### config.mk
export PLATFORM = sky130hd
export DESIGN_NAME = pwr_fail_status
export DESIGN_NICKNAME = d
export VERILOG_FILES = /design/src/rtl/pfs_pkg.sv /design/src/rtl/pfs_sync.sv /design/src/rtl/pfs_flags.sv /design/src/rtl/pfs_reboot.sv /design/src/rtl/pwr_fail_status.sv
export SDC_FILE = /design/constraint.sdc
export NUM_CORES = 1
export LEC_CHECK = 0
export BUFFER_PORTS_ARGS = -buffer_cell sky130_fd_sc_hd__buf_2
export CAP_MARGIN = 40
export CORE_MARGIN = 4
export CORE_UTILIZATION = 25
export CTS_BUF_LIST = sky130_fd_sc_hd__clkbuf_8
export DETAILED_ROUTE_END_ITERATION = 16
export SETUP_SLACK_MARGIN = 0.5
export SLEW_MARGIN = 30
export SYNTH_ARGS = -nofsm -noshare
export SYNTH_HDL_FRONTEND = slang
export SYNTH_SLANG_ARGS = --single-unit
export TNS_END_PERCENT = 5
### constraint.sdc
create_clock -name clk -period 1.62 [get_ports clk]
set_clock_uncertainty 0.1 [all_clocks]
set_input_delay 0.324 -clock clk [delete_from_list [all_inputs] [get_ports clk]]
set_output_delay 0.324 -clock clk [all_outputs]
set_load 0.1 [all_outputs]
### src/rtl/pfs_pkg.sv
package pfs_pkg;
  typedef enum logic [1:0] {
    SLP_RUN   = 2'b00,
    SLP_LIGHT = 2'b01,
    SLP_DEEP  = 2'b10,
    SLP_MOFF  = 2'b11
  } sleep_e;

  localparam int FLAG_PG   = 0;
  localparam int FLAG_CPU  = 1;
  localparam int NUM_FLAGS = 2;
endpackage

### src/rtl/pfs_sync.sv
module pfs_sync #(
  parameter int               WIDTH   = 4,
  parameter int               STAGES  = 2,
  parameter logic [WIDTH-1:0] RST_VAL = '0
) (
  input  logic             clk,
  input  logic             rst_n,
  input  logic [WIDTH-1:0] d,
  output logic [WIDTH-1:0] q
);
  logic [WIDTH-1:0] stage_q [STAGES];

  for (genvar s = 0; s < STAGES; s++) begin : g_stage
    if (s == 0) begin : g_first
      always_ff @(posedge clk or negedge rst_n)
        if (!rst_n) stage_q[s] <= RST_VAL;
        else        stage_q[s] <= d;
    end else begin : g_next
      always_ff @(posedge clk or negedge rst_n)
        if (!rst_n) stage_q[s] <= RST_VAL;
        else        stage_q[s] <= stage_q[s-1];
    end
  end

  assign q = stage_q[STAGES-1];
endmodule

### src/rtl/pfs_flags.sv
module pfs_flags
  import pfs_pkg::*;
(
  input  logic                 clk,
  input  logic                 rst_n,
  input  logic                 cpu_set,
  input  logic                 pg_set,
  input  logic                 moff,
  input  logic                 wr_en,
  input  logic [NUM_FLAGS-1:0] wr_clr,
  output logic [NUM_FLAGS-1:0] flags
);
  logic [NUM_FLAGS-1:0] set_v;
  logic [NUM_FLAGS-1:0] clr_v;

  always_comb begin
    set_v = '0;
    set_v[FLAG_PG]  = pg_set;
    set_v[FLAG_CPU] = cpu_set;
    clr_v = wr_en ? wr_clr : '0;
    clr_v[FLAG_PG] = clr_v[FLAG_PG] | moff;
  end

  for (genvar i = 0; i < NUM_FLAGS; i++) begin : g_flag
    always_ff @(posedge clk or negedge rst_n)
      if (!rst_n)        flags[i] <= 1'b0;
      else if (set_v[i]) flags[i] <= 1'b1;
      else if (clr_v[i]) flags[i] <= 1'b0;

    p_set_wins_r7: assert property (@(posedge clk) disable iff (!rst_n)
      set_v[i] |=> flags[i]);
    p_w1c_r6: assert property (@(posedge clk) disable iff (!rst_n)
      (wr_en && wr_clr[i] && !set_v[i]) |=> !flags[i]);
    p_keep_r6: assert property (@(posedge clk) disable iff (!rst_n)
      (!set_v[i] && !(wr_en && wr_clr[i]) && !(i == FLAG_PG && moff)) |=> $stable(flags[i]));
  end

  p_moff_clr_r8: assert property (@(posedge clk) disable iff (!rst_n)
    (moff && !pg_set) |=> !flags[FLAG_PG]);
endmodule

### src/rtl/pfs_reboot.sv
module pfs_reboot (
  input  logic clk,
  input  logic rst_n,
  input  logic pg_rise,
  input  logic pg_s,
  input  logic rsm_s,
  input  logic after_loss_off,
  output logic reboot_req
);
  logic full_seen;
  logic full_now;

  assign full_now = full_seen | ~rsm_s;

  always_ff @(posedge clk or negedge rst_n)
    if (!rst_n)                full_seen <= 1'b0;
    else if (pg_rise)          full_seen <= 1'b0;
    else if (!pg_s && !rsm_s)  full_seen <= 1'b1;

  always_ff @(posedge clk or negedge rst_n)
    if (!rst_n) reboot_req <= 1'b0;
    else        reboot_req <= pg_rise & ~(after_loss_off & full_now);

  p_pulse_r11: assert property (@(posedge clk) disable iff (!rst_n)
    reboot_req |=> !reboot_req);
  p_hist_clr_r11: assert property (@(posedge clk) disable iff (!rst_n)
    pg_rise |=> !full_seen);
  p_brownout_r9: assert property (@(posedge clk) disable iff (!rst_n)
    (pg_rise && rsm_s && !full_seen) |=> reboot_req);
  p_stay_off_r10: assert property (@(posedge clk) disable iff (!rst_n)
    (pg_rise && after_loss_off && full_seen) |=> !reboot_req);
endmodule

### src/rtl/pwr_fail_status.sv
module pwr_fail_status
  import pfs_pkg::*;
#(
  parameter int SYNC_STAGES = 2,
  parameter int STATUS_W    = 8
) (
  input  logic                clk,
  input  logic                rst_n,
  input  logic                plat_pwrgd,
  input  logic                cpu_vr_pwrgd,
  input  logic                vtrans_active,
  input  logic                rsm_rst_n,
  input  logic [1:0]          sleep_st,
  input  logic                after_loss_off,
  input  logic                wr_en,
  input  logic [STATUS_W-1:0] wr_data,
  output logic [STATUS_W-1:0] rd_data,
  output logic                reboot_req
);
  localparam int          NSYNC   = 4;
  localparam int          RSVD_W  = STATUS_W - NUM_FLAGS;
  localparam logic [NSYNC-1:0] SYNC_RST = 4'b1101;

  logic [NSYNC-1:0]     sync_q;
  logic                 pg_s, vr_s, vt_s, rsm_s;
  logic                 pg_q, vr_q;
  logic                 pg_fall, pg_rise, vr_fall;
  logic                 pg_set, cpu_set, moff;
  logic [NUM_FLAGS-1:0] flags;
  sleep_e               slp;
  logic                 unused_wr_bits;

  pfs_sync #(.WIDTH(NSYNC), .STAGES(SYNC_STAGES), .RST_VAL(SYNC_RST)) u_sync (
    .clk   (clk),
    .rst_n (rst_n),
    .d     ({plat_pwrgd, cpu_vr_pwrgd, vtrans_active, rsm_rst_n}),
    .q     (sync_q)
  );

  assign {pg_s, vr_s, vt_s, rsm_s} = sync_q;

  always_ff @(posedge clk or negedge rst_n)
    if (!rst_n) begin
      pg_q <= 1'b1;
      vr_q <= 1'b1;
    end else begin
      pg_q <= pg_s;
      vr_q <= vr_s;
    end

  assign pg_fall = pg_q & ~pg_s;
  assign pg_rise = ~pg_q & pg_s;
  assign vr_fall = vr_q & ~vr_s;

  assign slp     = sleep_e'(sleep_st);
  assign pg_set  = pg_fall && (slp == SLP_RUN || slp == SLP_LIGHT);
  assign cpu_set = vr_fall & ~vt_s;
  assign moff    = (slp == SLP_MOFF);

  pfs_flags u_flags (
    .clk     (clk),
    .rst_n   (rst_n),
    .cpu_set (cpu_set),
    .pg_set  (pg_set),
    .moff    (moff),
    .wr_en   (wr_en),
    .wr_clr  (wr_data[NUM_FLAGS-1:0]),
    .flags   (flags)
  );

  pfs_reboot u_reboot (
    .clk            (clk),
    .rst_n          (rst_n),
    .pg_rise        (pg_rise),
    .pg_s           (pg_s),
    .rsm_s          (rsm_s),
    .after_loss_off (after_loss_off),
    .reboot_req     (reboot_req)
  );

  assign unused_wr_bits = ^wr_data[STATUS_W-1:NUM_FLAGS];
  assign rd_data = {{RSVD_W{1'b0}}, flags};

  p_cpu_mask_r4: assert property (@(posedge clk) disable iff (!rst_n)
    (vr_fall && vt_s && !rd_data[FLAG_CPU]) |=> !rd_data[FLAG_CPU]);
  p_pg_deep_r5: assert property (@(posedge clk) disable iff (!rst_n)
    (pg_fall && slp == SLP_DEEP && !rd_data[FLAG_PG] && !wr_en) |=> !rd_data[FLAG_PG]);
  p_cpu_set_r3: assert property (@(posedge clk) disable iff (!rst_n)
    (vr_fall && !vt_s) |=> rd_data[FLAG_CPU]);
  p_once_r12: assert property (@(posedge clk) disable iff (!rst_n)
    (!vr_s && !vr_fall && !rd_data[FLAG_CPU]) |=> !rd_data[FLAG_CPU]);
endmodule

* After elaboration in Yosys (flattened, before gate mapping) *
Index checks and enable logic that the tools add are counted.

word-level totals
  register bits after elaboration = 14
  output and inout port bits = 9
  logic and storage cells = 40
  input bits = 18

operators by class
  reduce and logical (&&, ||, !) cells = 9
  equality and inequality tests = 2
  bitwise operators = 14
  multiplexer cells = 7

operators by type and width
  kind                                                             number
  1-bit bitwise AND                                                6
  1-bit two-way mux                                                6
  1-bit inverter                                                   6
  2-bit nonzero test                                               3
  2-bit by 1-bit == test with 1-bit output, second input constant  1
  2-bit == test, second input constant                             1
  1-bit logical AND                                                2
  1-bit logical NOT                                                2
  2-bit logical NOT                                                1
  2-bit two-way mux                                                1
  1-bit OR                                                         2
  1-bit logical OR                                                 1

* Logic depth before layout (Yosys ltp) *
  depth after elaboration = 5
  gate-level depth with buffers = 2
  depth with buffers taken out = 2

* Hierarchy *
From an unflattened synthesis, not the netlist that was laid out.

second synthesis, totals
  cells, all modules = 38
  area total of the unflattened synthesis = 534.3 um^2

modules (own cells, without submodules)
  module           times used  sequential area each (um^2)  cells an instance  area an instance (um^2)
  pfs_sync         1           207.7                        12                 237.7
  pwr_fail_status  1           52.6                         13                 141.4
  pfs_flags        1           50.0                         7                  77.6
  pfs_reboot       1           50.0                         6                  77.6

* Least setup slack after synthesis *
No wires, ideal clock.

  path type = register -> output
  start = register u_flags.flags[0]
  end = output port rd_data[0]
  arrival time = 0.898 ns
  required time = 1.196 ns
  stages on the path, launching flop included = 1
  slack = 0.298 ns
  path buffers = 0
  cells stage by stage = dfrtp_1

RTL lines
  element                            RTL line               source
  from (decl)                        pfs_flags.sv:11        output logic [NUM_FLAGS-1:0] flags
  from (signal, indexed assignment)  pfs_flags.sv:26        if (!rst_n) flags[i] <= 1'b0;
  from (signal, indexed assignment)  pfs_flags.sv:27        else if (set_v[i]) flags[i] <= 1'b1;
  from (signal, indexed assignment)  pfs_flags.sv:28        else if (clr_v[i]) flags[i] <= 1'b0;
  to (decl)                          pwr_fail_status.sv:17  output logic [STATUS_W-1:0] rd_data,

No word-level cell between the ends.

* Final worst setup path *
  start = register u_flags.flags[1]
  end = output port rd_data[1]

No word-level cell between the ends.

==> results.md <==
- Boundary pin count: 27
- HPWL after DPL: 509 um
- Register area share after synthesis: 0.756
- Number of hold violations in the final report: 0
- RSZ-0062 raised after global routing: true
- Initial DRT Pass Iterations: 1
- Clk slew on worst S/H paths: 0.06 ns
- Worst-case clock buffer depth: 2
- Core ar.: 1760 um^2
- N_diodes: 0
- Die area: 2670 um^2
- First-pass GRT wire length: 1100 um
- GRT overflow: 0
- Slowest cell on the critical path: dfrtp_1
- Cell Area, Placed: 553 um^2
- Worst IR drop on VDD: 0.851 mV
- Vias: 276
- Setup TNS: 0 ns
- Post-Syn Area: 477 um^2
- FF+latch count, synth: 14
- Final instance area: 643 um^2
- Nets: 70
- Antenna violations before repair: 0
- Final period utilization: 0.775
- Most frequent cells in the layout: buf_2, dfstp_2, conb_1, dfrtp_1, clkbuf_8
- Crit. End Element: output pin
- Delay-heaviest family, CP: flip-flops
- Initial Util: 0.270
- DR vias/cell: 3.63
- Maximum fanout along the worst path: 2
- # H-tree levels: 1
- I/O Buffers: 14
- Row cnt: 15
- Area grow syn2layout: 34.9%
- Library cells used by synthesis: 13
- Power per Cell Area: 1310 nW/um^2
- Remaining DRCs: 0
- Achievable clock frequency: 0.797 GHz
- Setup CP Type: flop to output pin
- Final Setup Violations: 0
- HP Class: input port to flop
- Syn Area/Cell: 14.9 um^2
- Cells after synthesis: 32
- CP Cell Sequence: buf_12
- Share of cells above drive strength 1: 0.529
- CP bufs+invs: 1
- Worst skew pair latency: 0.24 ns
- Vias in the first global route: 261
- Slew Limit Fails: 0
- WL/cell: 8.88 um
- Max_cap viols: 0
- CP arrival: 0.83 ns
- Root Buffer Master: clkbuf_8
- Most common cell after layout, fill and taps aside: buf_2
- First DRT Iteration DRCs: 0
- CTS buffer count: 3
- Synth warnings: 0
- DRT antenna net count: 0
- Critical Path RT: 1.20 ns
- CP startpoint kind: flop
- Die H: 51.7 um
- Status: completed
- CTS tree: done
- Global Route Usage Sum: 0.0602
- Largest net degree at the start of global routing: 15
- Final WL: 675 um
- Delay of the slowest cell on the worst path: 0.41 ns
- Leakage: 0.308 nW
- Clock sinks: 14
- Die X: 51.7 um
- GP Congestion: 0.662
- Minimum clock period: 1.26 ns
-- cell families after synthesis --
logic type,synth area share
flops,0.756
simple gates,0.0656
buf+inv,0.0945
compound gates,0.0761
other cells,0.00787
-- metal layers --
metal | global-route usage | share of wire | vias up
li1 | - | - | 129
met1 | 0.0741 | 0.42 | 126
met2 | 0.0763 | 0.41 | 21
met3 | 0.0544 | 0.16 | 0
met4 | 0.0131 | 0 | 0
met5 | 0 | 0 | -
-- cells in the mapped netlist --
master	instances	area share
buf_4	6	0.094
a21oi_1	1	0.010
nor3b_1	1	0.016
dfstp_2	8	0.44
a22oi_1	1	0.016
dfrtp_1	6	0.31
conb_1	1	0.0079
a21o_1	1	0.016
a21boi_0	1	0.016
nor2_1	1	0.0079
a22o_1	1	0.018
nand2b_1	2	0.026
nand2_1	2	0.016
-- what timing repair did --
action	4_1_cts	5_1_grt
cloned	0	0
hold buffers	1	0
setup buffers	1	0
endpoints found under the setup margin	3	3
resized for setup	8	0
endpoints found under the hold margin	6	0
-- through the flow --
step	power [mW]	util	std cells	hold WS (ns)	setup slack [ns]
global placement	0.547	0.313	70	0.120	0.439
detailed placement	0.548	0.313	70	0.126	0.442
finish	0.843	0.365	76	0.0834	0.365
global route	0.889	0.365	76	0.0631	0.336
CTS	0.858	0.365	76	0.0759	0.359
floorplan	0.528	-	37	-0.0716	0.298
-- layout make-up --
class                      count  area (um^2)
clock inverter                 1         3.75
clock buffer                   3         41.3
tap                           25         31.3
multi-input combinational     17         90.1
timing repair buffer          16          115
sequential                    14          362
fill                         181         1120
-- state kept, by name (all words and copies together), names as in the netlist --
name / count
u_reboot.full_seen: 1
vr_q: 1
u_sync.stage_q: 4
pg_q: 1
u_sync.q: 4
u_flags.flags: 2
u_reboot.reboot_req: 1
-- worst reg2reg max path: stages, from the launching register on --
cell     delay [ns]
dfstp_2        0.55
nor2_1         0.05
a22o_1         0.22
-- final timing paths --
check	from	end	slack, ns	cells past startpoint
setup / recovery	u_flags.flags[1]	rd_data[1]	0.36	1
hold / removal	cpu_vr_pwrgd	u_sync.stage_q[6]	0.08	1
setup reg to reg	u_sync.q[3]	u_flags.flags[0]	0.59	2
hold reg to reg	u_sync.stage_q[5]	u_sync.q[1]	0.24	0
max in group asynchronous	rst_n	u_sync.stage_q[7]	0.74	2
min in group asynchronous	rst_n	u_reboot.reboot_req	0.39	2
-- report_power, final --
group / internal [mW] / switching [mW] / leakage (nW)
sequential: 0.381 / 0.0117 / 0.157
combinational: 0.0427 / 0.130 / 0.124
clock: 0.167 / 0.111 / 0.0269
Note: power is estimated with default switching activity, not from simulation.
